File: config.mk
export PLATFORM = sky130hd
export DESIGN_NAME = ehc_verdict
export DESIGN_NICKNAME = d
export VERILOG_FILES = /design/src/rtl/ehc_pkg.sv /design/src/rtl/ehc_verdict.sv
export SDC_FILE = /design/constraint.sdc
export NUM_CORES = 1
export LEC_CHECK = 0
export BUFFER_PORTS_ARGS = -buffer_cell sky130_fd_sc_hd__buf_2
export CORE_AREA = 2 2 206 208
export DETAILED_ROUTE_END_ITERATION = 10
export DIE_AREA = 0 0 208 210
export PLACE_DENSITY = 0.77
export SYNTH_ARGS = -nofsm -noshare
export SYNTH_HDL_FRONTEND = slang
export SYNTH_SLANG_ARGS = --single-unit
File: constraint.sdc
create_clock -name vclk -period 5.6
set_clock_uncertainty 0.1 [all_clocks]
set_input_delay 0.28 -clock vclk [all_inputs]
set_output_delay 0.28 -clock vclk [all_outputs]
set_load 0.005 [all_outputs]
File: src/rtl/ehc_pkg.sv
package ehc_pkg;

  localparam int unsigned EHC_CNT_W    = 16;
  localparam int unsigned EHC_RUN_BINS = 6;
  localparam int unsigned EHC_LR_W     = 8;
  localparam int unsigned EHC_FRQ_W    = 24;
  localparam int unsigned EHC_RTY_W    = 4;

  // Recommended configuration values.
  localparam int unsigned EHC_DEF_SAMPLE = 1024;
  localparam int unsigned EHC_DEF_RETRY  = 2;
  localparam int unsigned EHC_DEF_LONG   = 32;
  localparam int unsigned EHC_DEF_FMIN   = 30000;
  localparam int unsigned EHC_DEF_FMAX   = 75000;

  typedef enum logic [1:0] {
    EHC_IDLE,
    EHC_SAMPLE,
    EHC_FLUSH,
    EHC_EVAL
  } ehc_state_t;

  // Band test: max and range both zero disables; lower bound clamps at zero.
  function automatic logic band_pass(input logic [31:0] cnt,
                                     input logic [31:0] hi,
                                     input logic [31:0] rng);
    logic [31:0] lo;
    if (hi == 32'd0 && rng == 32'd0) return 1'b1;
    lo = (rng > hi) ? 32'd0 : (hi - rng);
    return (cnt >= lo) && (cnt <= hi);
  endfunction

endpackage

File: src/rtl/ehc_verdict.sv
module ehc_verdict
  import ehc_pkg::*;
#(
  parameter int unsigned CNT_W    = 16,
  parameter int unsigned RUN_BINS = 6,
  parameter int unsigned LR_W     = 8,
  parameter int unsigned FRQ_W    = 24
) (
  input  logic                           self_test_off,
  input  logic [CNT_W-1:0]               ones_cnt,
  input  logic [RUN_BINS-1:0][CNT_W-1:0] zero_runs,
  input  logic [RUN_BINS-1:0][CNT_W-1:0] one_runs,
  input  logic [CNT_W-1:0]               longest,
  input  logic [CNT_W-1:0]               mono_max,
  input  logic [CNT_W-1:0]               mono_rng,
  input  logic [RUN_BINS-1:0][CNT_W-1:0] run_max,
  input  logic [RUN_BINS-1:0][CNT_W-1:0] run_rng,
  input  logic [LR_W-1:0]                long_max,
  input  logic [FRQ_W-1:0]               freq_count,
  input  logic [FRQ_W-1:0]               freq_min,
  input  logic [FRQ_W-1:0]               freq_max,
  output logic                           stat_bad,
  output logic                           long_bad,
  output logic                           freq_bad
);

  logic [RUN_BINS-1:0] bin_bad;
  logic                mono_bad;

  for (genvar b = 0; b < RUN_BINS; b++) begin : g_band
    assign bin_bad[b] =
      !band_pass(32'(zero_runs[b]), 32'(run_max[b]), 32'(run_rng[b])) ||
      !band_pass(32'(one_runs[b]),  32'(run_max[b]), 32'(run_rng[b]));
  end

  assign mono_bad = !band_pass(32'(ones_cnt), 32'(mono_max), 32'(mono_rng));

  assign stat_bad = !self_test_off && (mono_bad || (|bin_bad));
  assign long_bad = !self_test_off && (32'(longest) > 32'(long_max));
  assign freq_bad = (freq_count < freq_min) || (freq_count > freq_max);

endmodule

[Word level (Yosys, flattened, before mapping)]
Index checks and enable logic that the tools add are counted.
Word-level totals
  register bits after elaboration: 0
  latch bits: 0
  RAM bits: 0
  ROM bits: 0
  bits of input ports: 529
  word-level logic and storage cells: 136
  memories: 0
Cells by class
  add/sub/neg operators: 7
  $mul: 0
  divide/modulo/power cells: 0
  order comparisons: 36
  equality and inequality tests: 0
  shifts and indexed selects: 0
  mux-type cells: 34
  bitwise operators: 0
  reduce and logical (&&, ||, !) cells: 59
Operators by type and width (number)
  16-bit by 32-bit >= comparator with 1-bit output: 13
  16-bit logical NOT: 14
  32-bit 2-to-1 mux: 7
  16-bit <= comparator: 13
  16-bit by 16-bit subtractor with 17-bit output: 7
  16-bit > comparator: 7
  1-bit 2-to-1 mux: 27
  24-bit > comparator: 1
  24-bit less-than comparator: 1
  1-bit logical AND: 22
  16-bit by 8-bit > comparator with 1-bit output: 1
  1-bit logical NOT: 14
  1-bit logical OR: 8
  6-bit OR reduction: 1

[Logic depth before layout (Yosys ltp)]
Gate-level depths: netlist (run 1).
  depth after elaboration: 10
  gate-level depth with buffers: 23
  depth with buffers taken out: 22

[Worst setup path after synthesis (run 1)]
No wires, ideal clock.
  kind: input -> output
  start: input port run_rng[65] in the netlist's numbering
  end: output port stat_bad
  data arrival time: 4072 ps
  required time: 5220 ps
  setup slack: 1148 ps
  cell stages on the path: 23
  buffers on the path: 2
  cells stage by stage: inv_1 ha_1 nor2b_1 o2111ai_1 a311oi_1 o31ai_1 o21bai_1 a21oi_1 nor2b_1 or2_2 clkbuf_1 buf_2 nand2_1 ha_1 a21oi_1 nand2_1 a221oi_1 a21oi_1 a2111oi_0 o31ai_1 nand3_1 nor4_1 a41oi_1
On the way
  word-level cells in the longest chain between the ends: 10
  elaborated cells between the ends (all ways): 18
RTL lines
  from (decl): line ehc_verdict.sv:17  | input logic [RUN_BINS-1:0][CNT_W-1:0] run_rng,
  16-bit by 16-bit subtractor with 17-bit output / 16-bit > comparator (equally long branches): line ehc_pkg.sv:29  | lo = (rng > hi) ? 32'd0 : (hi - rng);
  32-bit 2-to-1 mux: line ehc_pkg.sv:29
  16-bit by 32-bit >= comparator with 1-bit output: line ehc_pkg.sv:30  | return (cnt >= lo) && (cnt <= hi);
  1-bit logical AND: line ehc_pkg.sv:30
  1-bit 2-to-1 mux: line ehc_pkg.sv:29
  1-bit logical NOT, on equally long branches: line ehc_verdict.sv:32, ehc_verdict.sv:33
  1-bit logical OR (*): line ehc_verdict.sv:32  | !band_pass(32'(zero_runs[b]), 32'(run_max[b]), 32'(run_rng[b])) ||
  6-bit OR reduction (*): line ehc_verdict.sv:38  | assign stat_bad = !self_test_off && (mono_bad || (|bin_bad));
  1-bit logical OR (*): line ehc_verdict.sv:38
  1-bit logical AND (*): line ehc_verdict.sv:38
  to (decl): line ehc_verdict.sv:22  | output logic stat_bad,
Mark *: on every way between the ends. The rest lies on a longest branch, timed or not.

[Final worst setup path (run 1)]
  start: input port run_max[48] in the netlist's numbering
  end: output port stat_bad
On the way
  word-level cells in the longest chain between the ends: 10
  elaborated cells between the ends (all ways): 20
RTL lines
  from (decl): line ehc_verdict.sv:16  | input logic [RUN_BINS-1:0][CNT_W-1:0] run_max,
  16-bit by 16-bit subtractor with 17-bit output / 16-bit > comparator (equally long branches): line ehc_pkg.sv:29
  32-bit 2-to-1 mux: line ehc_pkg.sv:29
  16-bit by 32-bit >= comparator with 1-bit output: line ehc_pkg.sv:30
  1-bit logical AND: line ehc_pkg.sv:30
  1-bit 2-to-1 mux: line ehc_pkg.sv:29
  1-bit logical NOT, on equally long branches: line ehc_verdict.sv:32, ehc_verdict.sv:33
  1-bit logical OR (*): line ehc_verdict.sv:32
  6-bit OR reduction (*): line ehc_verdict.sv:38
  1-bit logical OR (*): line ehc_verdict.sv:38
  1-bit logical AND (*): line ehc_verdict.sv:38
Marks and branches as above.

==> flow_metrics.env, run 1 <==
export IMPL_status="completed"
export IMPL_io_pins=532
export IMPL_row_count=75
export IMPL_die_h_um=210
export IMPL_yosysUniqueCellTypes=68
export IMPL_hold_path_class="in2out"
export IMPL_fmax_ghz=0.190
export IMPL_core_area_um2=41500
export IMPL_hold_buffers=0
export IMPL_path_class="in2out"
export IMPL_io_buffers=532
export IMPL_drtPass1Iterations=5
export IMPL_vias=19018
export IMPL_layout_drive_gt1_share_pct=20.3
export IMPL_synth_net_count=3396
export IMPL_final_instance_count_excl_fill=3372
export IMPL_slew_violations=0
export IMPL_gp_congestion=0.979
export IMPL_netlist_area_um2=16700
export IMPL_leakagePower_nw=11.1
export IMPL_power_mw=2.02
export IMPL_ff_latch_area_um2=0
export IMPL_preCtsSetupSlack_ns=0.0677
export IMPL_grt_max_degree=19
export IMPL_detail_route_vias_per_cell=5.64
export IMPL_worst_slew_pin_slew_ns=0.556
export IMPL_crit_required_ns=5.22
export IMPL_grt_overflow_total=0
export IMPL_p_seq_share_pct=0
export IMPL_setup_ws_ns=0.327
export IMPL_period_share_pct=94.2
export IMPL_design_final_nets=3927
export IMPL_yosysWarnings=0
export IMPL_arrival_ns=4.89
export IMPL_holdPathStages=3
export IMPL_seq_cell_count=0
export IMPL_power_switching_mw=1.12
export IMPL_nFillCells=4183
export IMPL_max_cap_viol_count=0
export IMPL_yosysSeqAreaShare_pct=0
export IMPL_power_density_nw_per_um2=100
export IMPL_final_min_clock_period_ns=5.27
export IMPL_drc_errors=0
export IMPL_chipWidth_um=208
export IMPL_syn_inst=2277
export IMPL_ant_nets=0
export IMPL_finalWirelength_um=59200
export IMPL_dp_hpwl_um=54700
export IMPL_wl_per_cell_um=17.6
export IMPL_grt_usage_pct=25.7
export IMPL_grt_pass1_vias=18503
export IMPL_drt_iter0_markers=1039
export IMPL_grt_pass1_wl_um=92100
export IMPL_p_int_uw=900
export IMPL_hold_viol=0
export IMPL_clock_power_share_pct=0
export IMPL_dieArea_um2=43700
export IMPL_swShare_pct=55.5
export IMPL_start_util_pct=40.3
export IMPL_finalSetupViolCount=0
export IMPL_worstSetupEndpointType="output port"
export IMPL_placed_cells=3345
export IMPL_areaGrowthSynthToFinish_pct=20.8
export IMPL_relSlewSlack_pct=62.4
export IMPL_worst_hold_path_endpoint="stat_bad"
export IMPL_worstPathMaxFanout=3
export IMPL_worst_setup_path_start_kind="input port"
export IMPL_ir_worst_vdd_mv=0.0564
export IMPL_antenna_found_initial=45
export IMPL_pwr_share_comb_pct=100.0
export IMPL_nClkBuffers=0
export IMPL_avgSynthCellArea_um2=7.35
export IMPL_hold_start="self_test_off"
-- worst max path at each step --
stage,from,end,cells after the start
after global routing,run_max[48],stat_bad,22
after floorplan,run_rng[65],stat_bad,23
after global placement,run_max[48],stat_bad,23
after CTS,run_max[48],stat_bad,23
after detailed placement,run_max[48],stat_bad,23
final,run_max[48],stat_bad,23
-- power groups by stage --
stage                     logic, mW  clock network, mW  registers (mW)
after detailed placement       1.98                  0               0
after floorplan                1.33                  0               0
after global placement         1.94                  0               0
final                          2.02        0.000000646               0
after global routing           2.29        0.000000597               0
after CTS                      1.99                  0               0
-- cells by family after synthesis --
logic type | after synthesis | synth area share [%]
simple gates | 659 | 20.1
xor+xnor | 73 | 3.82
compound gates | 623 | 24.2
mux | 1 | 0.0673
fa+ha+maj | 590 | 44.4
buf+inv | 331 | 7.43
-- final cells by class --
class | instances | area [um2] | share of cell area (%)
inverter | 319 | 1200 | 5.92
antenna | 27 | 67.6 | 0.334
multi-input combinational | 1946 | 15500 | 76.9
tap | 539 | 674 | 3.34
timing repair buffer | 541 | 2730 | 13.5
-- layout by cell type (no fill, tap or decap), drive strengths merged, types with 65 or more instances in the layout --
| cell type | count |
|---|---|
| a21o | 88 |
| nand4 | 86 |
| o21ai | 107 |
| nand3 | 65 |
| buf | 541 |
| a21oi | 207 |
| nor4 | 73 |
| ha | 583 |
| inv | 319 |
| nor2 | 94 |
| nand2 | 182 |
-- cell usage after synthesis, types with 4 or more instances --
cell | instances | share of area [%]
ha_1 | 583 | 44
inv_1 | 319 | 7.2
a21oi_1 | 206 | 6.2
nand2_1 | 182 | 4.1
o21ai_0 | 107 | 3.2
nor2_1 | 94 | 2.1
a21o_1 | 88 | 3.9
nand4_1 | 86 | 3.2
nor4_1 | 73 | 2.7
nand3_1 | 65 | 1.9
xnor2_1 | 50 | 2.6
nor2b_1 | 46 | 1.7
o21a_1 | 37 | 1.7
a211oi_1 | 33 | 1.5
nor3_1 | 29 | 0.87
nand2b_1 | 23 | 0.86
xor2_1 | 23 | 1.2
o211ai_1 | 22 | 0.99
o31ai_1 | 15 | 0.67
and3_1 | 13 | 0.49
a2111oi_0 | 11 | 0.58
a221oi_1 | 11 | 0.58
clkbuf_1 | 11 | 0.25
o21bai_1 | 11 | 0.49
or2_2 | 11 | 0.41
and4_1 | 9 | 0.47
or3_1 | 9 | 0.34
a211o_1 | 8 | 0.42
a41oi_1 | 8 | 0.42
a31oi_1 | 7 | 0.26
fa_1 | 7 | 0.84
o31a_1 | 7 | 0.37
a21boi_0 | 6 | 0.27
a221o_1 | 6 | 0.36
or4_1 | 5 | 0.22
a311oi_1 | 4 | 0.21
and2_1 | 4 | 0.15
o2111ai_1 | 4 | 0.21
-- routing by layer --
metal / GRT usage, % / part of all wire (%) / up-vias
met2: 45.0 / 46 / 725
li1: - / - / 9588
met1: 32.4 / 43 / 8551
met5: 0 / 0.16 / -
met4: 8.46 / 3.5 / 14
met3: 3.64 / 6.9 / 140
-- timing repair --
action | in CTS | in global routing
gates resized for setup | 0 | 9
setup endpoints to repair | 0 | 1
buffers inserted | 0 | 0
-- worst max-delay path, cell delays in order --
cell      delay, ns
buf_2          0.11
inv_1          0.05
ha_1           0.16
inv_1          0.06
fa_1           0.40
a21o_1         0.19
a221o_1        0.31
o41a_1         0.38
a311oi_2       0.31
nor3_1         0.12
a21o_1         0.19
a21oi_1        0.17
xnor2_1        0.13
nand2_1        0.10
ha_1           0.32
a21oi_1        0.16
nand2_1        0.07
a221oi_1       0.37
a311oi_1       0.17
a41oi_2        0.30
a41oi_2        0.12
a41oi_2        0.26
buf_2          0.18
-- through the flow --
stage               TNS (ns)  instance area, um2  hold WS [ns]  utilization (%)
global placement           0               20100         0.799             48.4
finish                     0               20200         0.813             48.7
detailed placement         0               20100         0.805             48.4
CTS                        0               20100         0.806             48.4
floorplan                  0               16700         0.488                -
global route         -0.0537               20200         0.813             48.7
Note: power is estimated with default switching activity, not from simulation.
==> inputs of run 2 (changes only) <==
--- a/config.mk
+++ b/config.mk
@@ -6,10 +6,10 @@
 export NUM_CORES = 1
 export LEC_CHECK = 0
 export BUFFER_PORTS_ARGS = -buffer_cell sky130_fd_sc_hd__buf_2
-export CORE_AREA = 2 2 206 208
+export CORE_MARGIN = 2
+export CORE_UTILIZATION = 30
 export DETAILED_ROUTE_END_ITERATION = 10
-export DIE_AREA = 0 0 208 210
-export PLACE_DENSITY = 0.77
+export PLACE_DENSITY = 0.63
 export SYNTH_ARGS = -nofsm -noshare
 export SYNTH_HDL_FRONTEND = slang
 export SYNTH_SLANG_ARGS = --single-unit
==> run 2 against run 1 <==
Compared with the run above:
- sequential share of layout area unchanged
- final cell count up 6.0%
- critical endpoint unchanged
- flip-flop and latch count unchanged
- global-route usage shrank 5.1 points
- critical path type unchanged
- non-clock buffer count decreased by 2
- worst hold slack worse by 0.029 ns
- worst setup slack gained 0.043 ns
- total power is 0.28% lower
- combinational power about the same
- cell area is 1.1% higher
==> flow_metrics.env, run 2 (synthesis results as in run 1) <==
export IMPL_worst_slew_pin_slew_ns=0.662
export IMPL_worstSetupEndpointType="output port"
export IMPL_drtPass1Iterations=5
export IMPL_rsz0062_at_grt="false"
export IMPL_detail_route_vias_per_cell=5.19
export IMPL_wl_per_cell_um=17.4
export IMPL_antenna_found_initial=43
export IMPL_place_area_um2=20300
export IMPL_p_seq_share_pct=0
export IMPL_power_mw=2.01
export IMPL_grt_max_degree=19
export IMPL_row_count=86
export IMPL_status="completed"
export IMPL_swShare_pct=55.6
export IMPL_dieArea_um2=57700
export IMPL_chipWidth_um=240
export IMPL_nClkBuffers=0
export IMPL_crit_required_ns=5.22
export IMPL_vias=18571
export IMPL_start_util_pct=30.4
export IMPL_io_pins=532
export IMPL_slew_violations=0
export IMPL_worst_hold_path_endpoint="long_bad"
export IMPL_power_switching_mw=1.12
export IMPL_arrival_ns=4.85
export IMPL_core_area_um2=55100
export IMPL_hold_viol=0
export IMPL_utilization_pct=37.1
export IMPL_fin_area_um2=20400
export IMPL_io_buffers=532
export IMPL_fmax_ghz=0.191
export IMPL_ir_worst_vdd_mv=0.0423
export IMPL_areaGrowthSynthToFinish_pct=22.1
export IMPL_ant_nets=0
export IMPL_finalSetupViolCount=0
export IMPL_gp_congestion=0.980
export IMPL_drc_errors=0
export IMPL_tns_ns=0
export IMPL_pwr_share_comb_pct=100.0
export IMPL_worstPathMaxFanout=15
export IMPL_period_share_pct=93.4
export IMPL_final_cell_mix="ha_1 (583), buf_2 (532), inv_1 (319)"
export IMPL_holdPathStages=3
export IMPL_nFillCells=5982
export IMPL_design_final_nets=3925
export IMPL_final_instance_count_excl_fill=3575
export IMPL_worst_setup_path_start_kind="input port"
export IMPL_final_min_clock_period_ns=5.23
export IMPL_grt_usage_pct=20.6
export IMPL_seq_cell_count=0
export IMPL_hold_buffers=0
export IMPL_hold_start="self_test_off"
export IMPL_hold_path_class="in2out"
export IMPL_finalWirelength_um=62200
export IMPL_final_common_cell="ha_1"
export IMPL_grt_overflow_total=0
export IMPL_grt_pass1_vias=18287
export IMPL_p_int_uw=895
export IMPL_layout_drive_gt1_share_pct=20.2
export IMPL_drt_iter0_markers=741
export IMPL_max_cap_viol_count=0
export IMPL_power_density_nw_per_um2=98.6
export IMPL_die_h_um=240
export IMPL_placed_cells=3552
export IMPL_grt_pass1_wl_um=94900
export IMPL_path_class="in2out"
export IMPL_relSlewSlack_pct=55.5
export IMPL_leakagePower_nw=11.1
export IMPL_ff_latch_area_um2=0
export IMPL_clock_power_share_pct=0
export IMPL_dp_hpwl_um=57800
## run 2: layer usage
| layer | global-route usage [%] | wire [um] |
|---|---|---|
| met1 | 25.9 | 27100 |
| met2 | 35.9 | 28800 |
| met3 | 3.73 | 4120 |
| met4 | 5.61 | 1900 |
| met5 | 0 | 260 |
## run 2: how the worst max path moves through the flow
stage,to,cells past startpoint,slack (ns),start
CTS,stat_bad,23,0.22,run_max[48]
global placement,stat_bad,23,0.29,run_max[48]
finish,stat_bad,23,0.37,run_rng[65]
global route,stat_bad,23,0.005,run_rng[65]
detailed placement,stat_bad,23,0.24,run_max[48]
floorplan,stat_bad,23,1.15,run_rng[65]
## run 2: through the flow
stage / hold slack (ns) / setup slack, ns
finish: 0.784 / 0.369
global route: 0.800 / 0.00510
CTS: 0.788 / 0.217
detailed placement: 0.787 / 0.243
global placement: 0.784 / 0.290
floorplan: 0.488 / 1.15
## run 2: timing repair
| item | in CTS | in global routing |
|---|---|---|
| gates resized for setup | 0 | 9 |
| setup buffers | 0 | 0 |
| setup endpoints to repair | 0 | 1 |
## run 2: power by group through the flow
stage / Sequential, mW / Combinational [mW] / Clock [mW]
floorplan: 0 / 1.33 / 0
global placement: 0 / 1.97 / 0
detailed placement: 0 / 1.99 / 0
CTS: 0 / 2.00 / 0
global route: 0 / 2.30 / 0.000000311
finish: 0 / 2.01 / 0.000000551
## run 2: area by class of cell
| cell class | instances | area (um2) | area share (%) |
|---|---|---|---|
| antenna | 23 | 57.6 | 0.282 |
| inverter | 319 | 1200 | 5.86 |
| multi-input combinational | 1946 | 15500 | 76.0 |
| tap | 748 | 936 | 4.58 |
| timing repair buffer | 539 | 2720 | 13.3 |
## run 2: critical path, stage by stage
cell and delay (ns):
buf_2 0.11, inv_1 0.09, ha_1 0.23, nor2b_1 0.14, o2111ai_1 0.30, a311oi_1 0.19, o31ai_2 0.34, o21bai_1 0.10
a21oi_1 0.23, nor2b_1 0.11, or2_2 0.41, nand2_1 0.15, ha_1 0.26, a21oi_1 0.17, o21ai_0 0.10, a221oi_1 0.31
a21oi_1 0.12, a2111oi_1 0.45, o31ai_2 0.20, nand3_1 0.12, nor4_1 0.05, a41oi_1 0.22, buf_2 0.18
